**src/rtl/sertx_pkg.sv**
```systemverilog
// Shared types and helpers for the serial transmitter.
package sertx_pkg;

    // Shifter states
    typedef enum logic {
        TX_IDLE = 1'b0,
        TX_RUN  = 1'b1
    } tx_state_e;

    localparam int MULT_SYNC = 4;
    localparam int MULT_FAST = 16;
    localparam int MULT_SLOW = 64;
    localparam int MULT_W    = 6;

    // Terminal count of the multiplier stage (multiplier minus one)
    function automatic logic [MULT_W-1:0] mult_last(input logic sync_mode, input logic hi_speed);
        if (sync_mode)
            return MULT_W'(MULT_SYNC - 1);
        else if (hi_speed)
            return MULT_W'(MULT_FAST - 1);
        else
            return MULT_W'(MULT_SLOW - 1);
    endfunction

endpackage

```
**src/rtl/sertx_baud.sv**
```systemverilog
// Baud generator: a (div+1) prescaler followed by a mode-selected multiplier
// stage. Emits one-cycle bit_tick pulses while run is high.
// Assumes clr is pulsed whenever bit timing must restart (frame start).
module sertx_baud
    import sertx_pkg::*;
#(
    parameter int DIV_W = 8
) (
    input  logic             clk,
    input  logic             rst_n,
    input  logic             run,
    input  logic             clr,
    input  logic             sync_mode,
    input  logic             hi_speed,
    input  logic [DIV_W-1:0] div_val,
    input  logic             div_wr,
    output logic             bit_tick
);

    logic [DIV_W-1:0]  div_q;
    logic [DIV_W-1:0]  pre_cnt;
    logic [MULT_W-1:0] mul_cnt;
    logic [MULT_W-1:0] mul_end;
    logic              pre_tick;

    assign mul_end  = mult_last(sync_mode, hi_speed);
    assign pre_tick = run && (pre_cnt == div_q);
    assign bit_tick = pre_tick && (mul_cnt == mul_end);

    // Divider register: loaded on every divider write
    always_ff @(posedge clk) begin
        if (!rst_n)
            div_q <= '0;
        else if (div_wr)
            div_q <= div_val;
    end

    // Prescaler and multiplier counters, restarted on write, clear or idle
    always_ff @(posedge clk) begin
        if (!rst_n || div_wr || clr || !run) begin
            pre_cnt <= '0;
            mul_cnt <= '0;
        end else if (pre_tick) begin
            pre_cnt <= '0;
            mul_cnt <= (mul_cnt == mul_end) ? '0 : mul_cnt + 1'b1;
        end else begin
            pre_cnt <= pre_cnt + 1'b1;
        end
    end

endmodule

```
**src/rtl/sertx_hold.sv**
```systemverilog
// One-character holding register with its full flag.
// A write has priority over a transfer in the same cycle, so that a
// character written during a transfer is kept as the next one.
module sertx_hold #(
    parameter int DATA_W = 8
) (
    input  logic              clk,
    input  logic              rst_n,
    input  logic              wr,
    input  logic [DATA_W-1:0] wr_data,
    input  logic              take,
    output logic [DATA_W-1:0] hold_q,
    output logic              full
);

    // Full flag: set by a write, cleared by a transfer
    always_ff @(posedge clk) begin
        if (!rst_n)
            full <= 1'b0;
        else if (wr)
            full <= 1'b1;
        else if (take)
            full <= 1'b0;
    end

    // Data storage
    always_ff @(posedge clk) begin
        if (!rst_n)
            hold_q <= '0;
        else if (wr)
            hold_q <= wr_data;
    end

endmodule

```
**src/rtl/sertx_shift.sv**
```systemverilog
// Transmit shift register and frame sequencer.
// Bit index 0 is the start bit, 1..DATA_W(+1) the data bits, and the last
// index the stop bit. Takes a character from the holding register when idle,
// or directly at the end of a stop bit. Disabling aborts at once.
module sertx_shift
    import sertx_pkg::*;
#(
    parameter int DATA_W = 8
) (
    input  logic              clk,
    input  logic              rst_n,
    input  logic              run_en,
    input  logic              hold_full,
    input  logic [DATA_W-1:0] hold_q,
    input  logic              ninth_in,
    input  logic              nine_bit,
    input  logic              bit_tick,
    output logic              load,
    output logic              busy,
    output logic              txd
);

    localparam int SH_W  = DATA_W + 1;
    localparam int IDX_W = $clog2(DATA_W + 3);
    localparam logic [IDX_W-1:0] STOP8 = IDX_W'(DATA_W + 1);
    localparam logic [IDX_W-1:0] STOP9 = IDX_W'(DATA_W + 2);

    tx_state_e        state;
    logic [SH_W-1:0]  sh_q;
    logic [IDX_W-1:0] idx;
    logic             nine_q;
    logic [IDX_W-1:0] stop_idx;
    logic             at_stop;
    logic [IDX_W-1:0] data_sel;

    assign stop_idx = nine_q ? STOP9 : STOP8;
    assign at_stop  = (state == TX_RUN) && (idx == stop_idx);
    assign load     = run_en && hold_full &&
                      ((state == TX_IDLE) || (at_stop && bit_tick));
    assign busy     = (state == TX_RUN);
    assign data_sel = idx - 1'b1;

    // Frame sequencer: load, advance on bit ticks, abort when disabled
    always_ff @(posedge clk) begin
        if (!rst_n || !run_en) begin
            state  <= TX_IDLE;
            idx    <= '0;
            sh_q   <= '0;
            nine_q <= 1'b0;
        end else if (load) begin
            state  <= TX_RUN;
            idx    <= '0;
            sh_q   <= {ninth_in, hold_q};
            nine_q <= nine_bit;
        end else if (state == TX_RUN && bit_tick) begin
            if (at_stop) begin
                state <= TX_IDLE;
                idx   <= '0;
            end else begin
                idx <= idx + 1'b1;
            end
        end
    end

    // Line level chosen from the current bit position
    always_comb begin
        if (state == TX_IDLE)
            txd = 1'b1;
        else if (idx == '0)
            txd = 1'b0;
        else if (idx == stop_idx)
            txd = 1'b1;
        else
            txd = sh_q[data_sel];
    end

endmodule

```
**src/rtl/sertx_top.sv**
```systemverilog
// Double-buffered asynchronous serial transmitter.
// Connects the holding register, the shift sequencer and the baud generator.
// Assumes all inputs are synchronous to clk.
module sertx_top
    import sertx_pkg::*;
#(
    parameter int DATA_W = 8,
    parameter int DIV_W  = 8
) (
    input  logic              clk,
    input  logic              rst_n,
    input  logic              port_en,
    input  logic              tx_en,
    input  logic              sync_mode,
    input  logic              hi_speed,
    input  logic              nine_bit,
    input  logic [DIV_W-1:0]  div_val,
    input  logic              div_wr,
    input  logic              hold_wr,
    input  logic [DATA_W-1:0] hold_data,
    input  logic              ninth_in,
    input  logic              int_en,
    output logic              hold_empty,
    output logic              irq,
    output logic              shift_empty,
    output logic              txd
);

    logic              run_en;
    logic              load;
    logic              busy;
    logic              bit_tick;
    logic              hold_full;
    logic [DATA_W-1:0] hold_q;

    assign run_en      = port_en && tx_en;
    assign hold_empty  = !hold_full;
    assign irq         = hold_empty && int_en;
    assign shift_empty = !busy;

    sertx_hold #(.DATA_W(DATA_W)) hold_i (
        .clk     (clk),
        .rst_n   (rst_n),
        .wr      (hold_wr),
        .wr_data (hold_data),
        .take    (load),
        .hold_q  (hold_q),
        .full    (hold_full)
    );

    sertx_shift #(.DATA_W(DATA_W)) shift_i (
        .clk       (clk),
        .rst_n     (rst_n),
        .run_en    (run_en),
        .hold_full (hold_full),
        .hold_q    (hold_q),
        .ninth_in  (ninth_in),
        .nine_bit  (nine_bit),
        .bit_tick  (bit_tick),
        .load      (load),
        .busy      (busy),
        .txd       (txd)
    );

    sertx_baud #(.DIV_W(DIV_W)) baud_i (
        .clk       (clk),
        .rst_n     (rst_n),
        .run       (busy),
        .clr       (load),
        .sync_mode (sync_mode),
        .hi_speed  (hi_speed),
        .div_val   (div_val),
        .div_wr    (div_wr),
        .bit_tick  (bit_tick)
    );

endmodule

```
**config.mk**
```make
export PLATFORM = sky130hd
export DESIGN_NAME = sertx_top
export DESIGN_NICKNAME = d
export VERILOG_FILES = /design/src/rtl/sertx_pkg.sv /design/src/rtl/sertx_baud.sv /design/src/rtl/sertx_hold.sv /design/src/rtl/sertx_shift.sv /design/src/rtl/sertx_top.sv
export SDC_FILE = /design/constraint.sdc
export NUM_CORES = 1
export LEC_CHECK = 0
export BUFFER_PORTS_ARGS = -buffer_cell sky130_fd_sc_hd__buf_2
export CORE_ASPECT_RATIO = 0.8
export CORE_MARGIN = 8
export CORE_UTILIZATION = 45
export CTS_CLUSTER_SIZE = 25
export DETAILED_ROUTE_END_ITERATION = 7
export PLACE_DENSITY = 0.73
export SLEW_MARGIN = 20
export SYNTH_ARGS = -nofsm -noshare
export SYNTH_HDL_FRONTEND = slang
export SYNTH_HIERARCHICAL = 1
export SYNTH_SLANG_ARGS = --single-unit
```
**constraint.sdc**
```tcl
create_clock -name clk -period 5.85 [get_ports clk]
set_clock_uncertainty 0.15 [all_clocks]
set_input_delay 0.8775 -clock clk [delete_from_list [all_inputs] [get_ports clk]]
set_output_delay 0.8775 -clock clk [all_outputs]
set_load 0.02 [all_outputs]
```
* Word-level counts from Yosys, hierarchy flattened
Index checks and enable logic that the tools add are counted.
** Word-level totals
- Input bits :: 27
- Word-level logic and storage cells :: 58
- Flip-flop bits (word level) :: 46
- Output and inout bits :: 4
** Operators by class
- Multiplexer cells :: 15
- Eq/ne operators :: 3
- Magnitude comparators :: 1
- Reductions and logical operators :: 25
- Bitwise operators :: 1
- $add $sub $neg :: 4
** Operators with widths (count)
- $mux W6 :: 3
- $logic_and A1 B1 Y1 :: 9
- $mux W1 :: 9
- $add A8 B1 Y8 const B :: 1
- $eq A8 B8 Y1 :: 1
- $add A6 B1 Y6 const B :: 1
- $eq A6 B6 Y1 :: 1
- $reduce_bool A2 Y1 :: 3
- $logic_or A1 B1 Y1 :: 5
- $lt A4 B5 Y1 const B :: 1
- $add A4 B1 Y4 const B :: 1
- $bmux W1 S4 :: 1
- $eq A4 B4 Y1 :: 1
- $logic_not A1 Y1 :: 4
- $logic_not A4 Y1 :: 1
- $mux W4 :: 1
- $reduce_or A2 Y1 :: 2
- $sub A4 B1 Y4 const B :: 1
- $mux W2 :: 1
- $reduce_and A2 Y1 :: 1
- $not A1 Y1 :: 1

* Logic depth before layout (Yosys ltp)
- Depth after elaboration :: 10
- Depth in mapped cells :: 15

* By module
The synthesis kept the hierarchy.
** Modules (own cells, without submodules)
- sertx_baud :: area an instance 1058.5 µm², times used 1, cells an instance 116, sequential area each 440.4 µm²
- sertx_shift :: area an instance 863.3 µm², times used 1, cells an instance 100, sequential area each 300.3 µm²
- sertx_hold :: area an instance 335.3 µm², times used 1, cells an instance 28, sequential area each 180.2 µm²
- sertx_top :: area an instance 20.0 µm², times used 1, cells an instance 4, sequential area each 0.0 µm²

* Least setup slack after synthesis
OpenSTA, ideal clock, no wires.
- Path type :: input to register
- From :: in sync_mode
- To :: reg baud_i.pre_cnt[2]
- Slack :: 2585 ps
- Data required time :: 5576 ps
- Stages :: 13
- Path buffers :: 2
- Arrival time :: 2990 ps
- Cell sequence :: nor4_1 > nor2_1 > nor2_1 > nand2_1 > a211o_1 > o21ai_4 > buf_8 > and2_1 > nor2_1 > nand3_1 > or2b_1 > clkbuf_1 > nor2_1
** On the way
- Longest elaborated chain between the ends :: 9
** RTL lines
- start: declaration :: RTL line sertx_top.sv:14 : input logic sync_mode,
- $mux W6 :: RTL line sertx_pkg.sv:17 : if (sync_mode)
- $eq A6 B6 Y1 :: RTL line sertx_baud.sv:28 : assign bit_tick = pre_tick && (mul_cnt == mul_end);
- $logic_and A1 B1 Y1 :: RTL line sertx_baud.sv:28
- named net bit_tick :: RTL line sertx_top.sv:32 : logic bit_tick;
- $logic_and A1 B1 Y1 :: RTL line sertx_shift.sv:39 : ((state == TX_IDLE) || (at_stop && bit_tick));
- $logic_or A1 B1 Y1 :: RTL line sertx_shift.sv:39
- $logic_and A1 B1 Y1 :: RTL line sertx_shift.sv:38 : assign load = run_en && hold_full &&
- named net load :: RTL line sertx_top.sv:30 : logic load;
- $logic_or A1 B1 Y1 (2 in series) :: RTL line sertx_baud.sv:40 : if (!rst_n || div_wr || clr || !run) begin
- $reduce_or A2 Y1 (no line)
- end signal: assignment :: RTL line sertx_baud.sv:47 : pre_cnt <= pre_cnt + 1'b1;
- end: declaration :: RTL line sertx_baud.sv:21 : logic [DIV_W-1:0] pre_cnt;
The timed path passes the listed nets, and every way through them passes these cells.
A chain may end at the register's enable or synchronous reset.

* Worst setup path in the final report
- From :: reg baud_i.pre_cnt[2]
- To :: reg baud_i.pre_cnt[7]
** On the way
- Longest elaborated chain between the ends :: 9
- Elaborated cells between the ends (all ways) :: 10
- Those cells by class :: 1 x add/sub; 1 x eq/ne; 8 x reduce/logical
** RTL lines
- $eq A8 B8 Y1 :: RTL line sertx_baud.sv:27 : assign pre_tick = run && (pre_cnt == div_q);
- $logic_and A1 B1 Y1 :: RTL line sertx_baud.sv:27
- $logic_and A1 B1 Y1 :: RTL line sertx_baud.sv:28
- named net bit_tick :: RTL line sertx_top.sv:32
- $logic_and A1 B1 Y1 :: RTL line sertx_shift.sv:39
- $logic_or A1 B1 Y1 :: RTL line sertx_shift.sv:39
- $logic_and A1 B1 Y1 :: RTL line sertx_shift.sv:38
- named net load :: RTL line sertx_top.sv:30
- $logic_or A1 B1 Y1 (2 in series) :: RTL line sertx_baud.sv:40
- $reduce_or A2 Y1 (no line)
The timed path passes the listed nets, and every way through them passes these cells.

==> results.ini <==
[yosys]
synth_seq_cells=46
synth_ff_type=dfxtp_1
proportion_of_netlist_area_held_by_the_largest_area_contributor_pct=40.44
synth.top_cells.by_count=46 x dfxtp_1, 33 x nand2_1, 27 x mux2i_1
synth_edf_count=0
yosysSeqAreaShare_pct=40.44
netlist_instances=248
netlist.top_cell.by_area=dfxtp_1
avgSynthCellArea_um2=9.182
synthesis.area_mm2=0.002277
synth_most_common_cell=dfxtp_1
yosys.cell_types.count=44
yosys-top-cells-area=dfxtp_1 40%, mux2i_1 12%, nand2_1 5.4%, nor2b_1 4.9%, xnor2_1 3.1%
synth-warning-count=6
fraction_of_synthesis_flops_using_an_asynchronous_set_or_reset_pin_pct=0
post_synth_net_total=279

[placement]
routabilityCongestion=0.8085
placement.io_buffers=30
hpwl_um=3300
placedCellCount=330

[worst_hold_path]
worstHoldPathCells=2
hold_path_end=shift_i/sh_q[1]
timing.hold.worst.class=reg2reg
hold_path.startpoint=shift_i/sh_q[1]

[timing]
setup_viol=0
period_share_pct=57.77
setup-tns-final_ns=0
report.final.hold_viol_count=0
number_of_pins_exceeding_their_max_slew_limit_in_the_final_report=0
finalWorstPathRequiredPeriod_ns=3.379
rsz0062_at_grt=false
max_slew.worst_pin.slew_ns=0.6899
max-slew-margin-rel_pct=54.01
timing_limited_maximum_frequency_mhz=295.9

[power]
pwr-share-seq_pct=53.9
power_switching_w=0.0001347
portion_of_total_power_attributed_to_the_clock_network_pct=38.8
switching_share_pct=22.24
power_report.internal_total_w=0.0004709
static-leakage-power_nw=0.9376
power_frac_comb_pct=7.4
peakVddDrop_mv=0.2097
pwr_density_cell_mw_per_mm2=238.1

[worst_setup_path]
cp.required_ns=5.88
worstSetupEndpointType=flop
reg2reg_depth=12
critical_path.max_fanout=15
reg2reg_to=baud_i/pre_cnt[7]
cp-start-kind=flop
reg2reg_from=baud_i/pre_cnt[2]
r2r_slack_ns=2.47
timing_worst_setup_path_type=reg2reg
worst-endpoint-arrival_ns=3.41

[layout]
seqCellArea_um2=920.9
post_route_cells_drive_above_1_share_pct=16.67
finalNetCount=306
layout.cells.non_filler=338
antennaDiodeCount=0
area_growth_pct=11.70
multi_input_comb_area_mm2=0.001259
number_of_filler_instances_in_the_final_layout=475

[detailed_routing]
dr.first_iter.drc_count=114
ant_nets=0
vias_cell=5.183
wire_length_after_detailed_routing_um=4477
remaining_drc_errors=0
drt-wirelength-per-cell_um=13.25
dr_vias=1752
drt_pass1_iterations=4

[clock_network]
post_cts.resized_instances=0
cts.repair_timing.setup_buffer_count=0
clock_sink_count=46
htree_num_levels=2
cts.path.max_buffers=2
clock_insertion_delay_worst_skew_ns=0.30
clock-root-buffer=clkbuf_8
holdBufCountCts=0
tritoncts_clock_tree=done
cts-buffers-inserted=5
clkTransAtPathRegs_ns=0.08

[floorplan]
die_h_um=79.63
core-area_mm2=0.004950
starting_density_pct=46.01
die_width_um=95.54
floorplan.rows=23
ioPinCount=31
die-area_mm2=0.007607

[global_route]
grt_overflow=0
antenna_found_initial=0
first_global_vias=1786
grt_util_all_layers_pct=13.27
grt_start_max_net_pins=22
grt_pass1_wl_um=8128

[outcome]
outcome=finished clean

[run]
drv_cap=0

cell usage in the layout (no fill, tap or decap), drive strengths merged, types with 4 or more instances in the layout:
master / count
dfxtp: 46
nand2: 33
buf: 30
mux2i: 27
nor2b: 18
nor2: 16
nand3: 13
xnor2: 9
o21ai: 8
inv: 7
xor2: 6
a21oi: 6
clkbuf: 6
ha: 4
nor3: 4
worst max path at each step:
stage / from / slack (ns) / end / cells after the start
after floorplan: sync_mode / 2.59 / baud_i/pre_cnt[2] / 13
after global placement: sync_mode / 2.29 / baud_i/pre_cnt[6] / 12
after detailed placement: sync_mode / 2.22 / baud_i/pre_cnt[7] / 12
after CTS: baud_i/pre_cnt[2] / 2.47 / baud_i/pre_cnt[7] / 12
after global routing: baud_i/mul_cnt[0] / 2.14 / baud_i/pre_cnt[5] / 13
final: baud_i/pre_cnt[2] / 2.47 / baud_i/pre_cnt[7] / 12
routing by layer:
layer | vias up | GRT usage, % | part of all wire [%]
met1 | 807 | 17.83 | 52
met2 | 31 | 19.36 | 42
met5 | - | 0 | 0
li1 | 907 | - | -
met3 | 7 | 3.759 | 4.2
met4 | 0 | 5.513 | 1.8
cell families after synthesis:
logic type	synth area share (%)
AOI/OAI and AO/OA	7.747
xor gates and xnor gates	6.099
adders and majority gates	2.198
buffers and inverters	4.286
DFF	40.44
muxes	13.85
and+or+nand+nor	25.39
layout make-up:
class	instances	area share (%)
clock inverters	2	1.476
repair buffers	30	5.903
well taps	62	3.050
inverters	7	1.033
multi-input cells	185	49.48
clock buffers	6	2.853
flip-flops and latches	46	36.20
per-stage QoR:
stage                     worst slack (ns)  hold slack, ns  cell area [µm²]  util (%)  total power [W]
after CTS                            2.470          0.3125             2544     51.39        0.0006125
after global placement               2.292          0.2924             2434     49.17        0.0003775
final                                2.471          0.3095             2544     51.39        0.0006056
after floorplan                      2.585          0.2815             2277         -        0.0003641
after detailed placement             2.220          0.2996             2434     49.17        0.0003790
after global routing                 2.135          0.3368             2544     51.39        0.0006345
worst max-delay path: stages (launching register included):
cell	delay, ns
dfxtp_1	0.46
xnor2_1	0.15
nand3_1	0.12
or4_4	0.63
nor2_1	0.29
nand2_1	0.09
a211o_1	0.26
o21ai_4	0.22
and2_1	0.22
nor2_1	0.04
nand3_1	0.22
or2b_1	0.31
nor2_1	0.09
power groups by stage:
stage               Clock (W)  Sequential (W)  Combinational [W]
floorplan                   0        0.000332          0.0000319
global placement            0        0.000334          0.0000439
detailed placement          0        0.000334          0.0000452
CTS                  0.000241        0.000327          0.0000452
global route         0.000257        0.000328          0.0000492
finish               0.000235        0.000326          0.0000445
sequential cells by signal (all words and copies together) (netlist names):
| register | flops |
|---|---|
| hold_i/hold_q | 8 |
| shift_i/idx | 4 |
| hold_i/full | 1 |
| baud_i/pre_cnt | 8 |
| baud_i/div_q | 8 |
| shift_i/busy | 1 |
| shift_i/nine_q | 1 |
| baud_i/mul_cnt | 6 |
| shift_i/sh_q | 9 |
(Power assumes the default switching activity.)
